<file path="config.mk">
export PLATFORM = sky130hd
export DESIGN_NAME = slv_addr_gate
export DESIGN_NICKNAME = d
export VERILOG_FILES = /design/src/rtl/slv_addr_gate_pkg.sv /design/src/rtl/sag_seq_parser.sv /design/src/rtl/sag_chk_reg.sv /design/src/rtl/sag_addr_match.sv /design/src/rtl/slv_addr_gate.sv
export SDC_FILE = /design/constraint.sdc
export NUM_CORES = 1
export LEC_CHECK = 0
export BUFFER_PORTS_ARGS = -buffer_cell sky130_fd_sc_hd__buf_2
export CAP_MARGIN = 20
export CORE_MARGIN = 1.5
export CORE_UTILIZATION = 45
export CTS_CLUSTER_SIZE = 30
export DETAILED_ROUTE_END_ITERATION = 6
export PLACE_DENSITY = 0.76
export RECOVER_POWER = 25
export SYNTH_ARGS = -nofsm -noshare
export SYNTH_HDL_FRONTEND = slang
export SYNTH_SLANG_ARGS = --single-unit
</file>
<file path="constraint.sdc">
create_clock -name clk -period 1.9 [get_ports clk]
set_input_delay 0 -clock clk [delete_from_list [all_inputs] [get_ports clk]]
set_output_delay 0 -clock clk [all_outputs]
set_load 0.02 [all_outputs]
</file>
<file path="src/rtl/slv_addr_gate_pkg.sv">
package slv_addr_gate_pkg;

   localparam int unsigned SAG_CFG_W     = 24;
   localparam int unsigned SAG_ADDR_W    = 7;
   localparam int unsigned SAG_FIELD_LSB = 16;

   // parser position inside the four-word configuration sequence
   typedef enum logic [1:0] {
      SEQ_IDLE     = 2'd0,
      SEQ_GOT_AND  = 2'd1,
      SEQ_GOT_MASK = 2'd2,
      SEQ_GOT_OR   = 2'd3
   } sag_seq_e;

endpackage

</file>
<file path="src/rtl/sag_seq_parser.sv">
module sag_seq_parser
   import slv_addr_gate_pkg::*;
#(
   parameter int unsigned CFG_W     = SAG_CFG_W,
   parameter int unsigned FIELD_LSB = SAG_FIELD_LSB,
   parameter int unsigned FIELD_W   = SAG_ADDR_W + 1,
   parameter logic [CFG_W-1:0] HDR_AND   = 24'h800252,
   parameter logic [CFG_W-1:0] MASK_WORD = 24'h00FFFF,
   parameter logic [CFG_W-1:0] HDR_OR    = 24'h800152
) (
   input  logic               clk,
   input  logic               rst_n,
   input  logic               soft_reset,
   input  logic               kickstart,
   input  logic               locked,
   input  logic               cfg_valid,
   input  logic [CFG_W-1:0]   cfg_word,
   output logic               commit,
   output logic [FIELD_W-1:0] commit_mask,
   output logic [FIELD_W-1:0] commit_val
);

   sag_seq_e           st_q, st_d;
   logic [FIELD_W-1:0] mask_q;
   logic               is_and, is_mask, is_or, low_zero;
   sag_seq_e           restart;

   assign is_and  = (cfg_word == HDR_AND);
   assign is_mask = (cfg_word == MASK_WORD);
   assign is_or   = (cfg_word == HDR_OR);
   assign restart = is_and ? SEQ_GOT_AND : SEQ_IDLE;

   generate
      if (FIELD_LSB > 0) begin : g_low
         assign low_zero = (cfg_word[FIELD_LSB-1:0] == '0);
      end else begin : g_nolow
         assign low_zero = 1'b1;
      end
   endgenerate

   always_comb begin
      st_d   = st_q;
      commit = 1'b0;
      if (soft_reset || kickstart || locked) begin
         st_d = SEQ_IDLE;
      end else if (cfg_valid) begin
         unique case (st_q)
            SEQ_IDLE:     st_d = restart;
            SEQ_GOT_AND:  st_d = is_mask ? SEQ_GOT_MASK : restart;
            SEQ_GOT_MASK: st_d = is_or ? SEQ_GOT_OR : restart;
            SEQ_GOT_OR: begin
               if (low_zero) begin
                  commit = 1'b1;
                  st_d   = SEQ_IDLE;
               end else begin
                  st_d = restart;
               end
            end
            default:      st_d = SEQ_IDLE;
         endcase
      end
   end

   always_ff @(posedge clk or negedge rst_n) begin
      if (!rst_n) begin
         st_q   <= SEQ_IDLE;
         mask_q <= '1;
      end else begin
         st_q <= st_d;
         if (st_q == SEQ_GOT_AND && st_d == SEQ_GOT_MASK)
            mask_q <= cfg_word[FIELD_LSB +: FIELD_W];
      end
   end

   assign commit_mask = mask_q;
   assign commit_val  = cfg_word[FIELD_LSB +: FIELD_W];

endmodule

</file>
<file path="src/rtl/sag_chk_reg.sv">
module sag_chk_reg #(
   parameter int unsigned ADDR_W  = 7,
   parameter int unsigned FIELD_W = ADDR_W + 1
) (
   input  logic               clk,
   input  logic               rst_n,
   input  logic               soft_reset,
   input  logic               kickstart,
   input  logic               commit,
   input  logic [FIELD_W-1:0] commit_mask,
   input  logic [FIELD_W-1:0] commit_val,
   output logic [FIELD_W-1:0] field,
   output logic               chk_en,
   output logic [ADDR_W-1:0]  dev_addr,
   output logic               locked
);

   logic [FIELD_W-1:0] field_q;
   logic               locked_q;

   always_ff @(posedge clk or negedge rst_n) begin
      if (!rst_n) begin
         field_q  <= '0;
         locked_q <= 1'b0;
      end else if (soft_reset) begin
         field_q  <= '0;
         locked_q <= 1'b0;
      end else begin
         if (kickstart)
            locked_q <= 1'b1;
         if (commit && !locked_q)
            field_q <= (field_q & commit_mask) | commit_val;
      end
   end

   assign field    = field_q;
   assign chk_en   = field_q[0];
   assign dev_addr = field_q[FIELD_W-1:1];
   assign locked   = locked_q;

endmodule

</file>
<file path="src/rtl/sag_addr_match.sv">
module sag_addr_match #(
   parameter int unsigned ADDR_W = 7,
   parameter int unsigned BYTE_W = ADDR_W + 1
) (
   input  logic              clk,
   input  logic              rst_n,
   input  logic              soft_reset,
   input  logic              chk_en,
   input  logic [ADDR_W-1:0] dev_addr,
   input  logic              txn_start,
   input  logic              byte_valid,
   input  logic [BYTE_W-1:0] byte_data,
   output logic              match,
   output logic              reject,
   output logic              rw_bit
);

   logic [ADDR_W-1:0] bit_eq;
   logic              addr_eq, take, accept;
   logic              armed_q, match_q, reject_q, rw_q;

   for (genvar i = 0; i < ADDR_W; i++) begin : g_eq
      assign bit_eq[i] = ~(byte_data[i+1] ^ dev_addr[i]);
   end

   assign addr_eq = &bit_eq;
   assign take    = byte_valid && (armed_q || txn_start);
   assign accept  = !chk_en || addr_eq;

   always_ff @(posedge clk or negedge rst_n) begin
      if (!rst_n) begin
         armed_q  <= 1'b0;
         match_q  <= 1'b0;
         reject_q <= 1'b0;
         rw_q     <= 1'b0;
      end else if (soft_reset) begin
         armed_q  <= 1'b0;
         match_q  <= 1'b0;
         reject_q <= 1'b0;
         rw_q     <= 1'b0;
      end else begin
         reject_q <= 1'b0;
         if (take) begin
            armed_q  <= 1'b0;
            match_q  <= accept;
            reject_q <= !accept;
            rw_q     <= accept & byte_data[0];
         end else if (txn_start) begin
            armed_q <= 1'b1;
            match_q <= 1'b0;
            rw_q    <= 1'b0;
         end
      end
   end

   assign match  = match_q;
   assign reject = reject_q;
   assign rw_bit = rw_q;

endmodule

</file>
<file path="src/rtl/slv_addr_gate.sv">
module slv_addr_gate
   import slv_addr_gate_pkg::*;
#(
   parameter int unsigned CFG_W     = SAG_CFG_W,
   parameter int unsigned ADDR_W    = SAG_ADDR_W,
   parameter int unsigned FIELD_LSB = SAG_FIELD_LSB,
   parameter logic [CFG_W-1:0] HDR_AND   = 24'h800252,
   parameter logic [CFG_W-1:0] MASK_WORD = 24'h00FFFF,
   parameter logic [CFG_W-1:0] HDR_OR    = 24'h800152
) (
   input  logic              clk,
   input  logic              rst_n,
   input  logic              soft_reset,
   input  logic              kickstart,
   input  logic              cfg_valid,
   input  logic [CFG_W-1:0]  cfg_word,
   input  logic              txn_start,
   input  logic              byte_valid,
   input  logic [ADDR_W:0]   byte_data,
   output logic              match,
   output logic              reject,
   output logic              rw_bit,
   output logic              cfg_locked
);

   localparam int unsigned FIELD_W = ADDR_W + 1;
   localparam int unsigned BYTE_W  = ADDR_W + 1;

   generate
      if (FIELD_LSB + FIELD_W != CFG_W) begin : g_bad_field
         $error("address field must end at the top bit of the config word");
      end
      if (FIELD_LSB == 0) begin : g_bad_lsb
         $error("value word needs a non-empty zero-checked low part");
      end
      if (ADDR_W < 1) begin : g_bad_addr
         $error("address width must be at least one bit");
      end
   endgenerate

   logic               commit;
   logic [FIELD_W-1:0] commit_mask, commit_val, chk_field;
   logic               chk_en, locked;
   logic [ADDR_W-1:0]  dev_addr;

   sag_seq_parser #(
      .CFG_W(CFG_W), .FIELD_LSB(FIELD_LSB), .FIELD_W(FIELD_W),
      .HDR_AND(HDR_AND), .MASK_WORD(MASK_WORD), .HDR_OR(HDR_OR)
   ) u_parser (
      .clk(clk), .rst_n(rst_n), .soft_reset(soft_reset), .kickstart(kickstart),
      .locked(locked), .cfg_valid(cfg_valid), .cfg_word(cfg_word),
      .commit(commit), .commit_mask(commit_mask), .commit_val(commit_val)
   );

   sag_chk_reg #(.ADDR_W(ADDR_W), .FIELD_W(FIELD_W)) u_reg (
      .clk(clk), .rst_n(rst_n), .soft_reset(soft_reset), .kickstart(kickstart),
      .commit(commit), .commit_mask(commit_mask), .commit_val(commit_val),
      .field(chk_field), .chk_en(chk_en), .dev_addr(dev_addr), .locked(locked)
   );

   sag_addr_match #(.ADDR_W(ADDR_W), .BYTE_W(BYTE_W)) u_match (
      .clk(clk), .rst_n(rst_n), .soft_reset(soft_reset), .chk_en(chk_en),
      .dev_addr(dev_addr), .txn_start(txn_start), .byte_valid(byte_valid),
      .byte_data(byte_data), .match(match), .reject(reject), .rw_bit(rw_bit)
   );

   assign cfg_locked = locked;

endmodule

</file>
## Word level (Yosys, flattened, before mapping)

Cells that the tools add are included.

- Flip-flop bits (word level): 23
- Input port bits: 39
- Output and inout port bits: 4
- Logic and storage cells: 73

- Eq/ne operators: 7
- Muxes and demuxes: 25
- Bitwise operators: 17
- Reductions and logical operators: 16

Operator list:

| cell | count |
|---|---|
| $eq A24 B24 Y1 const B | 2 |
| $eq A24 B16 Y1 const B | 1 |
| $mux W1 | 17 |
| $logic_not A16 Y1 | 1 |
| $mux W8 | 2 |
| $mux W2 | 5 |
| $and A8 B8 Y8 | 1 |
| $or A8 B8 Y8 | 1 |
| $pmux W2 S4 | 1 |
| $not A1 Y1 | 7 |
| $reduce_and A7 Y1 | 1 |
| $xor A1 B1 Y1 | 7 |
| $eq A2 B2 Y1 const B | 3 |
| $logic_or A1 B1 Y1 | 4 |
| $reduce_bool A2 Y1 | 2 |
| $logic_and A1 B1 Y1 | 3 |
| $logic_not A1 Y1 | 3 |
| $reduce_bool A3 Y1 | 1 |
| $eq A2 B1 Y1 const B | 1 |
| $logic_not A2 Y1 | 1 |
| $and A1 B1 Y1 | 1 |

## Longest topological paths before layout

Gate-level depths: netlist of the first run.

- Depth after elaboration: 8
- Gate-level depth with buffers: 5
- Depth with buffers taken out: 4

## By module

From an unflattened synthesis of the first run, not the netlist that was laid out.

- Cell total of the unflattened synthesis: 135
- Area, all modules: 1465.2 µm²

Modules (own cells, without submodules):

| module | times used | cells each | area each (µm²) | seq. area each (µm²) |
|---|---|---|---|---|
| sag_seq_parser | 1 | 58 | 615.6 | 260.2 |
| sag_chk_reg | 1 | 54 | 600.6 | 225.2 |
| sag_addr_match | 1 | 23 | 249.0 | 100.1 |

## Least setup slack after synthesis of the first run

Ideal clock, no wire load.

- Path type: register to register
- Start: register u_reg.locked_q (netlist: u_reg.locked)
- End: register u_reg.field_q[1] (netlist: u_reg.field[1])
- Setup time: 0.120 ns
- Arrival: 1.502 ns
- Required time: 1.780 ns
- Slack: 0.278 ns
- Cell stages (with the launch flop): 6
- Buffers on the path: 1
- Clock period less this slack: 1.622 ns
- Cell sequence: dfrtp_1 nor4b_4 nand4_4 or2_0 buf_2 a31o_1

- Cells in the longest elaborated chain, start to end: 4
- Elaborated cells on any way between the ends: 5
- Classes of those cells: mux: 1; reduce/logical: 4

Ends and longest elaborated chain:

| element | line | source |
|---|---|---|
| start, declared | sag_chk_reg.sv:19 | `logic locked_q;` |
| start signal, assigned | sag_chk_reg.sv:24 | `locked_q <= 1'b0;` |
| start signal, assigned | sag_chk_reg.sv:27 | `locked_q <= 1'b0;` |
| start signal, assigned | sag_chk_reg.sv:30 | `locked_q <= 1'b1;` |
| $logic_or A1 B1 Y1 | sag_seq_parser.sv:44 | `if (soft_reset \|\| kickstart \|\| locked) begin` |
| $mux W1 | sag_seq_parser.sv:44 |  |
| $logic_and A1 B1 Y1 (*) | sag_chk_reg.sv:31 | `if (commit && !locked_q)` |
| $reduce_bool A2 Y1 (no source line) (*) | -- |  |
| end signal, assigned | sag_chk_reg.sv:32 | `field_q <= (field_q & commit_mask) \| commit_val;` |
| end, declared | sag_chk_reg.sv:18 | `logic [FIELD_W-1:0] field_q;` |

Mark *: on every way between the ends. The rest lies on a longest branch, timed or not.
A chain may end at the register's enable or synchronous reset.

## Worst setup path in the final report of the first run

- Start: input cfg_word[21]
- End: register u_parser.mask_q[5] (netlist: u_parser.commit_mask[5])

- Cells in the longest elaborated chain, start to end: 8
- Elaborated cells on any way between the ends: 12
- Classes of those cells: eq/ne: 4; mux: 7; reduce/logical: 1

Ends and longest elaborated chain:

| element | line | source |
|---|---|---|
| start, declared | slv_addr_gate.sv:16 | `input logic [CFG_W-1:0] cfg_word,` |
| $eq A24 B24 Y1 | sag_seq_parser.sv:28 | `assign is_and = (cfg_word == HDR_AND);` |
| $mux W1 | sag_seq_parser.sv:31 | `assign restart = is_and ? SEQ_GOT_AND : SEQ_IDLE;` |
| $mux W2, on equally long branches | sag_seq_parser.sv:52, sag_seq_parser.sv:49, sag_seq_parser.sv:50 |  |
| $pmux W2 S4 | sag_seq_parser.sv:47 | `unique case (st_q)` |
| $mux W2 | sag_seq_parser.sv:46 | `end else if (cfg_valid) begin` |
| $mux W2 | sag_seq_parser.sv:44 |  |
| $eq A2 B2 Y1 | sag_seq_parser.sv:70 | `if (st_q == SEQ_GOT_AND && st_d == SEQ_GOT_MASK)` |
| $logic_and A1 B1 Y1 | sag_seq_parser.sv:70 |  |
| end signal, assigned | sag_seq_parser.sv:71 | `mask_q <= cfg_word[FIELD_LSB +: FIELD_W];` |
| end, declared | sag_seq_parser.sv:24 | `logic [FIELD_W-1:0] mask_q;` |

Parallel ways exist; a longest one is shown, timed or not.

==> results of run 1 <==
## cell type report
type | instances | share of cell area
inverter | 9 | 0.0210
tap | 30 | 0.0233
multi-input combinational | 80 | 0.363
clock inverter | 1 | 0.00311
timing repair buffer | 55 | 0.211
sequential | 23 | 0.364
clock buffer | 3 | 0.0140
## per-stage QoR
step           utilization  total power, W  cell area [um2]
2_1_floorplan            -        0.000541             1210
3_3_place_gp         0.581        0.000611             1450
3_5_place_dp         0.581        0.000615             1450
4_1_cts              0.644        0.000858             1610
5_1_grt              0.643        0.000893             1610
6_report             0.643        0.000853             1610
## logic make-up (layout without fill, tap and decap cells)
family                 after synthesis  count (layout)
AND/OR/NAND/NOR                     52              52
buffers and inverters               10              68
flip-flops                          23              23
AO/OA/AOI/OAI                       21              21
XOR/XNOR                             7               7
## worst max-delay path by stage
stage            startpoint                       to  depth (start not counted)
2_1_floorplan  u_reg.locked           u_reg.field[1]                          5
3_3_place_gp   u_reg.locked           u_reg.field[1]                          4
3_5_place_dp   u_reg.locked           u_reg.field[1]                          4
4_1_cts        cfg_word[20]  u_parser.commit_mask[5]                          6
5_1_grt        cfg_word[21]  u_parser.commit_mask[1]                          6
6_report       cfg_word[21]  u_parser.commit_mask[5]                          6
## power breakdown
group	switching (W)	total, W	internal (W)
Clock	0.000147	0.000226	0.0000789
Combinational	0.0000644	0.000128	0.0000636
Sequential	0.00000377	0.000499	0.000495
## worst max-delay path, cell delays in order
cell,delay [ns]
sky130_fd_sc_hd__dlygate4sd3_1,0.54
sky130_fd_sc_hd__buf_2,0.13
sky130_fd_sc_hd__or4_1,0.59
sky130_fd_sc_hd__nor4_4,0.23
sky130_fd_sc_hd__nand4_2,0.23
sky130_fd_sc_hd__and2_1,0.24
## placed cells by master (no fill, tap or decap), types with 2 or more instances in the layout
cell type,instances
sky130_fd_sc_hd__o21ai_0,8
sky130_fd_sc_hd__and2_2,2
sky130_fd_sc_hd__o311ai_0,5
sky130_fd_sc_hd__xor2_1,3
sky130_fd_sc_hd__buf_2,41
sky130_fd_sc_hd__nor4_1,2
sky130_fd_sc_hd__nand4_1,5
sky130_fd_sc_hd__clkbuf_4,3
sky130_fd_sc_hd__nor3_1,3
sky130_fd_sc_hd__nand2_1,8
sky130_fd_sc_hd__dlygate4sd3_1,13
sky130_fd_sc_hd__dfrtp_1,15
sky130_fd_sc_hd__nor4_4,2
sky130_fd_sc_hd__xnor2_1,4
sky130_fd_sc_hd__a31o_1,2
sky130_fd_sc_hd__inv_1,9
sky130_fd_sc_hd__and2_1,8
sky130_fd_sc_hd__a211oi_1,3
sky130_fd_sc_hd__nand3_1,3
sky130_fd_sc_hd__dfstp_2,8
sky130_fd_sc_hd__nor2_1,6
## synthesized netlist by cell type (all sizes together)
cell | n | share of area
o21ai | 8 | 0.033
and3 | 1 | 0.0052
o2bb2ai | 1 | 0.0072
nand4 | 7 | 0.054
or2 | 1 | 0.0052
inv | 9 | 0.028
nor3 | 3 | 0.012
nor4b | 2 | 0.027
buf | 1 | 0.0041
a31o | 2 | 0.014
and2b | 1 | 0.0072
nor2 | 6 | 0.019
or4 | 1 | 0.0062
nor4 | 5 | 0.056
a211oi | 3 | 0.019
o41a | 1 | 0.0093
and2 | 10 | 0.054
nand2 | 8 | 0.025
a21oi | 1 | 0.0041
nor3b | 1 | 0.0062
dfrtp | 15 | 0.31
nand4b | 1 | 0.0072
xor2 | 3 | 0.022
nand3 | 4 | 0.021
o311ai | 5 | 0.036
xnor2 | 4 | 0.029
dfstp | 8 | 0.17
nor2b | 1 | 0.0052
## per-layer routing
layer	share of wire	vias up
met4	0.026	0
li1	-	535
met2	0.51	34
met5	0	-
met1	0.42	496
met3	0.049	9
## state kept, by name, summed over array words and instances, names as in the netlist
signal                cells
u_match.armed_q           1
u_match.match             1
u_match.reject            1
u_match.rw_bit            1
u_parser.commit_mask      8
u_parser.st_q             2
u_reg.field               8
u_reg.locked              1
==> PnR_summary.wiki, run 1 <==
{| class="wikitable"
! Metric !! Value
|-
| Max Fanout on Critical Path || 9
|-
| Detailed Place HPWL || ~2.2 mm
|-
| Final weighted congestion in routability-driven placement || between 0.7 and 0.8
|-
| Final Instance Count excl. Fillers || ~200
|-
| Setup slack of the worst register-to-register path || between 0.2 and 0.25 ns
|-
| Worst Hold Class || primary input to flip-flop
|-
| Critical Path End Type || flip-flop
|-
| Boundary pin count || between 40 and 50
|-
| Number of buffers created by CTS || 3
|-
| Transition time at the pin with the least slew margin || approximately 1.2 ns
|-
| Hold Path Cell Cnt || 4
|-
| Global-route met3 utilization || 0.0355
|-
| Die width || roughly 55 um
|-
| Maximum number of pins on one net before global-route repair || 24
|-
| Start-to-end type of the worst setup path || primary input to flip-flop
|-
| Clock transition at the registers of the reported paths || around 0.12 ns
|-
| Share of the clock period used by the worst path after layout || 0.895
|-
| Worst slack after detailed placement || about 0.26 ns
|-
| Placed Cells incl. Taps || ~180
|-
| Root cell of the clock tree || sky130_fd_sc_hd__clkbuf_4
|-
| RR Endpoint || u_reg.field[1]
|-
| Combinational family with the most area after synthesis || simple AND/OR/NAND/NOR gates
|-
| Maximum resistive drop on vdd || ~0.34 mV
|-
| Routed len/inst || 14.2 um
|-
| Max-cap violations || 0
|-
| Net total in the final layout || 211
|-
| Final global-route overflow total || 0
|-
| RSZ-0062 raised after global routing || false
|-
| Number of antenna violations at the first check in global routing || 0
|-
| Fin Hold WS || -0.00684 ns
|-
| Multiplexer fraction of the synthesized cell area || 0
|-
| Fillcell total || approximately 190
|-
| Synth Area in XOR/XNOR || 0.0507
|-
| Setup violators final || 0
|-
| Synthesized cell area || 1210 um2
|-
| Synth warnings || 0
|-
| Distinct cell type count of the synthesized netlist || 35
|-
| Antenna diode count || 0
|-
| Leakage power total || around 0.75 nW
|-
| Gate count of the mapped netlist || 113
|-
| Count of buffers inserted at the top-level ports || 42
|-
| Multi-input combinational cell area || approximately 580 um2
|-
| Nature of the critical path startpoint || primary input
|-
| Power density of the placed cells || roughly 530 nW/um2
|-
| Clk_lat worst skew || approximately 0.31 ns
|-
| Yosys reg bits || 23
|-
| Arithmetic-cell share of the synthesized area counting full adders, half adders and majority gates || 0
|-
| Worst hold endpoint || u_match.rw_bit
|-
| Number of setup buffers added after CTS || 0
|-
| Initial Util || 0.483
|-
| Maximum count of clock buffers along a single path || 2
|-
| Sequential element share of the synthesized area || 0.484
|-
| Core Footprint || about 2500 um2
|-
| Final Max Tran Viols || 0
|-
| Relative slew slack || 0.218
|-
| Vertical die dimension || 54.8 um
|-
| Area occupied by registers || 586 um2
|-
| Number of gates given a new drive strength after cts || 0
|-
| Number of global-route vias before repair || 1118
|-
| Post-Route WL || about 2.9 mm
|-
| Hold path startpoint || txn_start
|-
| Detailed-route vias per instance || 5.34
|-
| Syn nets || about 150
|-
| Average cell area after synthesis || 10.7 um2
|-
| Routing usage on met2 || 0.393
|-
| First-pass DRT Iterations || 5
|-
| Sum Neg Setup Slack || 0 ns
|-
| Clock tree skew after final layout || roughly 0.0026 ns
|-
| Violated checks || negative hold slack
|-
| Maximum achievable frequency || between 500 and 600 MHz
|-
| Run status || complete, but fails checks
|-
| Synthesis-to-finish area growth || 33.0%
|-
| Complex-gate fraction of the synthesized area || 0.123
|-
| Layout cells sized above 1 || 0.368
|-
| Global route hottest layer || met2
|-
| Hold-fix buffers at CTS || 13
|-
| Hold violation count in the final report || 2
|-
| Total number of vias || ~1100
|-
| Total routing resource utilization after global routing || 0.222
|-
| Worst r2r src || u_reg.locked
|-
| Critical path arrival || between 1.5 and 2 ns
|-
| Clock period minus worst slack || about 1.7 ns
|-
| Synthesized-area fraction occupied by and/or/nand/nor cells || 0.310
|-
| Antenna-violating nets left || 0
|-
| Total die area || roughly 3000 um2
|-
| Data required time at the worst endpoint || between 2 and 2.5 ns
|-
| Wire length of the first global-routing pass || ~4.7 mm
|-
| Met1 layer usage reported by global route || 0.252
|-
| DRC violations left || 0
|-
| TritonCTS clock tree || yes
|-
| Total clock sinks || 23
|-
| Deepest level of the CTS H-tree || 1
|-
| Std cell rows || 18
|-
| Cell count of the worst reg-to-reg path || 4
|-
| Count of routing violations after the opening detailed-route iteration || 18
|-
| Final setup margin || between 0.15 and 0.2 ns
|}
No activity file was read; power rests on OpenSTA's default activity.
==> run 2: changes to the inputs <==
--- a/config.mk
+++ b/config.mk
@@ -9,6 +9,7 @@
 export CAP_MARGIN = 20
 export CORE_MARGIN = 1.5
 export CORE_UTILIZATION = 45
+export CTS_BUF_LIST = sky130_fd_sc_hd__clkbuf_2
 export CTS_CLUSTER_SIZE = 30
 export DETAILED_ROUTE_END_ITERATION = 6
 export PLACE_DENSITY = 0.76
==> constraint.sdc (replaced) <==
create_clock -name clk -period 1.8 [get_ports clk]
set_input_delay 0 -clock clk [delete_from_list [all_inputs] [get_ports clk]]
set_output_delay 0 -clock clk [all_outputs]
set_load 0.02 [all_outputs]
==> run 2 against run 1 <==
Compared with the run above: the flow now finishes without violations; total power rose by 2.6%; sequential power rose by 5.8%; clock power fell by 8%; non-clock buffer count rose by 3; via count rose by 2.9%.
==> PnR_summary.wiki, run 2 (synthesis results as in run 1) <==
{| class="wikitable"
! Metric !! Value
|-
| Run status || complete, no violations
|-
| Cell chain of the critical path || nor4b_4, nand4_4, or2_0, a31o_1
|-
| Net total in the final layout || ~210
|-
| Clock transition at the registers of the reported paths || between 0.2 and 0.25 ns
|-
| Total buffers and inverters traversed by the critical path || 0
|-
| Std cell rows || 18
|-
| Worst slack after detailed placement || about 0.16 ns
|-
| Detailed Place HPWL || between 2 and 2.5 mm
|-
| Boundary pin count || 43
|-
| Number of global-route vias before repair || 1111
|-
| Final Max Tran Viols || 0
|-
| Initial Util || 0.483
|-
| Antenna diode count || 0
|-
| Total clock sinks || 23
|-
| RSZ-0062 raised after global routing || false
|-
| Transition time at the pin with the least slew margin || ~1.2 ns
|-
| Clock tree skew after final layout || slightly below 0.03 ns
|-
| Sum Neg Setup Slack || 0 ns
|-
| Nature of the critical path startpoint || flip-flop
|-
| Max-cap violations || 0
|-
| Clock network power share || 0.236
|-
| Portion of total power attributed to sequential cells || 0.603
|-
| Fillcell total || around 170
|-
| Wire length of the first global-routing pass || about 4.6 mm
|-
| Die width || ~55 um
|-
| Leakage power total || around 0.76 nW
|-
| Power share of the combinational group || 0.161
|-
| NetSw || about 0.00023 W
|-
| Number of buffers created by CTS || 3
|-
| Hold-fix buffers at CTS || 16
|-
| Post-Route WL || between 2 and 3 mm
|-
| Most frequent cells in the layout || 41 x sky130_fd_sc_hd__buf_2, 16 x sky130_fd_sc_hd__dlygate4sd3_1, 15 x sky130_fd_sc_hd__dfrtp_1
|-
| Start-to-end type of the worst setup path || flip-flop to flip-flop
|-
| Routed len/inst || 14.4 um
|-
| Cell Int Power || between 0.0006 and 0.0007 W
|-
| Count of routing violations after the opening detailed-route iteration || 13
|-
| Synthesis-to-finish area growth || 34.9%
|-
| Clk_lat worst skew || 0.35 ns
|-
| Placed Cells incl. Taps || 184
|-
| Number of antenna violations at the first check in global routing || 0
|-
| Total routing resource utilization after global routing || 0.221
|-
| Maximum count of clock buffers along a single path || 2
|-
| Antenna-violating nets left || 0
|-
| Vertical die dimension || approximately 55 um
|-
| Number of gates given a new drive strength after cts || 0
|-
| Final weighted congestion in routability-driven placement || roughly 0.8
|-
| Detailed-route vias per instance || 5.42
|-
| Setup violators final || 0
|-
| Clock period minus worst slack || between 1.5 and 2 ns
|-
| Share of the clock period used by the worst path after layout || 0.953
|-
| Largest delay share family, worst path || simple AND/OR/NAND/NOR gates
|-
| Switch share || 0.263
|-
| Root cell of the clock tree || sky130_fd_sc_hd__clkbuf_2
|-
| Number of setup buffers added after CTS || 0
|-
| TritonCTS clock tree || yes
|-
| Data required time at the worst endpoint || 2.05 ns
|-
| Power density of the placed cells || around 540 nW/um2
|-
| Deepest level of the CTS H-tree || 1
|-
| Total number of vias || ~1100
|-
| Critical path arrival || ~2 ns
|-
| Core Footprint || around 2500 um2
|-
| DRC violations left || 0
|-
| Maximum resistive drop on vdd || ~0.49 mV
|-
| Critical Path End Type || flip-flop
|-
| Cell with the largest stage delay on the worst path || sky130_fd_sc_hd__dfrtp_1
|-
| Total die area || 3010 um2
|-
| Worst Hold Class || primary input to flip-flop
|-
| Final setup margin || around 0.085 ns
|-
| Layout cells sized above 1 || 0.362
|-
| First-pass DRT Iterations || 4
|-
| CP peak stage delay || 0.48 ns
|-
| Final global-route overflow total || 0
|-
| Maximum achievable frequency || between 500 and 600 MHz
|-
| Hold violation count in the final report || 0
|-
| Leading cell type in the layout, fill and taps excluded || sky130_fd_sc_hd__buf_2
|-
| Max Fanout on Critical Path || 10
|-
| Maximum number of pins on one net before global-route repair || 24
|-
| Relative slew slack || 0.190
|-
| Final Instance Count excl. Fillers || 204
|-
| Count of buffers inserted at the top-level ports || 42
|}
==> run 2: changes by cell type in the layout (fill, tap and decap cells not counted) <==
cell / previous run / this run
sky130_fd_sc_hd__clkbuf_2: 0 / 3
sky130_fd_sc_hd__clkbuf_4: 3 / 0
sky130_fd_sc_hd__dlygate4sd3_1: 13 / 16
==> run 2: through the flow <==
stage / utilization / hold slack (ns) / area (um2) / power, W
5_1_grt: 0.652 / 0.0353 / 1630 / 0.000915
3_3_place_gp: 0.581 / -0.0132 / 1450 / 0.000645
6_report: 0.652 / 0.0588 / 1630 / 0.000875
3_5_place_dp: 0.581 / -0.00105 / 1450 / 0.000650
2_1_floorplan: - / -0.296 / 1210 / 0.000571
4_1_cts: 0.653 / 0.0333 / 1630 / 0.000881
==> run 2: layer usage <==
layer | GRT usage | wire length (um) | share of wire
met3 | 0.0765 | 142 | 0.048
met1 | 0.225 | 1240 | 0.42
met2 | 0.395 | 1530 | 0.52
met5 | 0 | 0 | 0
met4 | 0.113 | 34 | 0.012
==> run 2: worst register-to-register path, stage by stage (launching register included) <==
cell and delay [ns]:
sky130_fd_sc_hd__dfrtp_1 0.48, sky130_fd_sc_hd__nor4b_4 0.32, sky130_fd_sc_hd__nand4_4 0.21, sky130_fd_sc_hd__or2_0 0.35, sky130_fd_sc_hd__a31o_1 0.26
==> run 2: path summary, 6_finish.rpt <==
kind	start	slack, ns	end	cells past startpoint
max in group asynchronous	rst_n	0.68	u_reg.field[2]	2
min	cfg_word[18]	0.06	u_reg.field[2]	4
max	u_reg.locked	0.09	u_reg.field[1]	4
max reg2reg	u_reg.locked	0.09	u_reg.field[1]	4
min reg2reg	u_parser.commit_mask[2]	0.51	u_parser.commit_mask[2]	1
min in group asynchronous	rst_n	0.37	u_match.armed_q	2
==> run 2: area by class of cell <==
cell class	instances	area [um2]	area share
Sequential cell	23	586	0.359
Multi-Input combinational cell	80	584	0.358
Timing Repair Buffer	58	369	0.226
Tap cell	30	37.5	0.0230
Inverter	9	33.8	0.0207
Clock buffer	3	15.0	0.00921
Clock inverter	1	5.00	0.00307
==> run 2: power by group through the flow <==
stage                     logic [W]  clock network [W]  registers (W)
final                      0.000141           0.000207       0.000528
after global routing       0.000155           0.000232       0.000529
after CTS                  0.000140           0.000213       0.000528
after detailed placement   0.000114                  0       0.000536
after global placement     0.000109                  0       0.000535
after floorplan           0.0000304                  0       0.000540
==> run 3: changes to the inputs <==
--- a/config.mk
+++ b/config.mk
@@ -12,6 +12,7 @@
 export CTS_BUF_LIST = sky130_fd_sc_hd__clkbuf_2
 export CTS_CLUSTER_SIZE = 30
 export DETAILED_ROUTE_END_ITERATION = 6
+export HOLD_SLACK_MARGIN = 0.1
 export PLACE_DENSITY = 0.76
 export RECOVER_POWER = 25
 export SYNTH_ARGS = -nofsm -noshare
==> run 3 against run 2 <==
Compared with the run above: final area increased by 3.8%; register-to-register slack about the same; die area unchanged; total power increased by 1.4%; routed wire length increased by 6.5%; clock power about the same; non-clock buffer count increased by 6; critical path type unchanged; sequential power about the same; clock skew decreased by 0.0057 ns; highest routed layer unchanged; critical path depth unchanged; count of clock-buffer cells in the layout unchanged; via count increased by 4.3%.
==> PnR_summary.wiki, run 3 (synthesis results as in run 1) <==
{| class="wikitable"
! Metric !! Value
|-
| Run status || complete, no violations
|-
| Layout cells sized above 1 || 0.361
|-
| Share of the clock period used by the worst path after layout || 0.952
|-
| Most frequent cells in the layout || 41 x sky130_fd_sc_hd__buf_2, 21 x sky130_fd_sc_hd__dlygate4sd3_1, 15 x sky130_fd_sc_hd__dfrtp_1
|-
| Sum Neg Setup Slack || 0 ns
|-
| Clock period minus worst slack || ~1.7 ns
|-
| Antenna diode count || 0
|-
| Critical path arrival || 1.97 ns
|-
| Total number of vias || around 1200
|-
| Maximum resistive drop on vdd || roughly 0.5 mV
|-
| Antenna-violating nets left || 0
|-
| Data required time at the worst endpoint || 2.05 ns
|-
| Multi-input combinational cell area || a little under 600 um2
|-
| Transition time at the pin with the least slew margin || ~1.2 ns
|-
| DRC violations left || 0
|-
| Die width || approximately 55 um
|-
| Max-cap violations || 0
|-
| Count of routing violations after the opening detailed-route iteration || 27
|-
| Maximum count of clock buffers along a single path || 2
|-
| TritonCTS clock tree || yes
|-
| Number of global-route vias before repair || about 1200
|-
| Core Footprint || roughly 2500 um2
|-
| Deepest level of the CTS H-tree || 1
|-
| Area occupied by registers || 586 um2
|-
| Finished Cell Area || 1690 um2
|-
| Wire length of the first global-routing pass || 4.88 mm
|-
| Global-route met3 utilization || 0.0738
|-
| Final Instance Count excl. Fillers || between 200 and 250
|-
| Worst Hold Class || primary input to flip-flop
|-
| Setup violators final || 0
|-
| Initial Util || 0.483
|-
| Clk_lat worst skew || ~0.35 ns
|-
| Synthesis-to-finish area growth || 40.1%
|-
| Net total in the final layout || between 200 and 250
|-
| Boundary pin count || 43
|-
| Detailed Place HPWL || roughly 2.2 mm
|-
| Root cell of the clock tree || sky130_fd_sc_hd__clkbuf_2
|-
| Leakage power total || between 0.7 and 0.8 nW
|-
| Cell count of the worst reg-to-reg path || 4
|-
| Post-Route WL || between 3 and 4 mm
|-
| First-pass DRT Iterations || 4
|-
| RSZ-0062 raised after global routing || false
|-
| Clock tree skew after final layout || 0.0231 ns
|-
| Final weighted congestion in routability-driven placement || between 0.7 and 0.8
|-
| Total die area || 3010 um2
|-
| Final Max Tran Viols || 0
|-
| Relative slew slack || 0.188
|-
| Start-to-end type of the worst setup path || flip-flop to flip-flop
|-
| Hold violation count in the final report || 0
|-
| Max Fanout on Critical Path || 10
|-
| Leading cell type in the layout, fill and taps excluded || sky130_fd_sc_hd__buf_2
|-
| Met1 layer usage reported by global route || 0.238
|-
| Global route hottest layer || met2
|-
| Number of antenna violations at the first check in global routing || 0
|-
| Total routing resource utilization after global routing || 0.235
|-
| Clock transition at the registers of the reported paths || between 0.2 and 0.25 ns
|-
| Placed Cells incl. Taps || approximately 180
|-
| Number of buffers created by CTS || 3
|-
| Hold Path Cell Cnt || 5
|-
| Final setup margin || roughly 0.087 ns
|-
| Routing usage on met2 || 0.417
|-
| Critical Path End Type || flip-flop
|-
| Total clock sinks || 23
|-
| Std cell rows || 18
|-
| Maximum number of pins on one net before global-route repair || 24
|-
| Placed instance area || approximately 1500 um2
|-
| Nature of the critical path startpoint || flip-flop
|-
| Fillcell total || 165
|-
| Routed len/inst || 14.9 um
|-
| Maximum achievable frequency || just under 600 MHz
|-
| Detailed-route vias per instance || between 5 and 6
|-
| Count of buffers inserted at the top-level ports || 42
|-
| Vertical die dimension || 54.8 um
|-
| Worst slack after detailed placement || between 0.15 and 0.2 ns
|-
| Final global-route overflow total || 0
|-
| Power density of the placed cells || 524 nW/um2
|}
[run 3: critical path: stages (launching register included)]
cell                      delay (ns)
sky130_fd_sc_hd__dfrtp_1        0.48
sky130_fd_sc_hd__nor4b_4        0.32
sky130_fd_sc_hd__nand4_4        0.20
sky130_fd_sc_hd__or2_0          0.35
sky130_fd_sc_hd__a31o_1         0.26
[run 3: cell type report]
type / instances / share of cell area
multi-input cells: 80 / 0.348
well taps: 30 / 0.0222
clock inverters: 1 / 0.00296
inverters: 9 / 0.0200
clock buffers: 3 / 0.00887
repair buffers: 64 / 0.252
flip-flops and latches: 23 / 0.346
[run 3: path summary, 6_finish.rpt]
check / startpoint / to / slack, ns
max in group asynchronous: rst_n / u_reg.field[2] / 0.69
worst min-delay path: cfg_word[0] / u_parser.st_q[0] / 0.11
worst max-delay path: u_reg.locked / u_reg.field[1] / 0.09
worst max register to register: u_reg.locked / u_reg.field[1] / 0.09
min in group asynchronous: rst_n / u_match.armed_q / 0.38
worst min register to register: u_parser.commit_mask[2] / u_parser.commit_mask[2] / 0.51
[run 3: power breakdown]
part           leakage, nW  switching, W  internal [W]  total, W
clock network       0.0164      0.000159     0.0000503  0.000209
registers            0.289    0.00000420      0.000524  0.000528
logic                0.481     0.0000721     0.0000788  0.000151
total                0.786      0.000235      0.000653  0.000888
[run 3: routing by layer]
metal	vias to the layer above	routed length (um)
met2	36	1590
met5	-	0
li1	551	-
met4	0	95
met1	552	1320
met3	13	128
[run 3: per-stage QoR]
stage	hold slack (ns)	utilization	power, W
final	0.110	0.677	0.000888
after detailed placement	-0.00105	0.581	0.000650
after CTS	0.103	0.673	0.000890
after floorplan	-0.296	-	0.000571
after global routing	0.129	0.677	0.000926
after global placement	-0.0132	0.581	0.000645
[run 3: what timing repair did]
action                                  in CTS  in global routing
setup buffers                                0                  1
hold buffers                                21                  0
hold endpoints to repair                    38                  0
resized for setup                            0                  1
endpoints found under the setup margin       0                  1
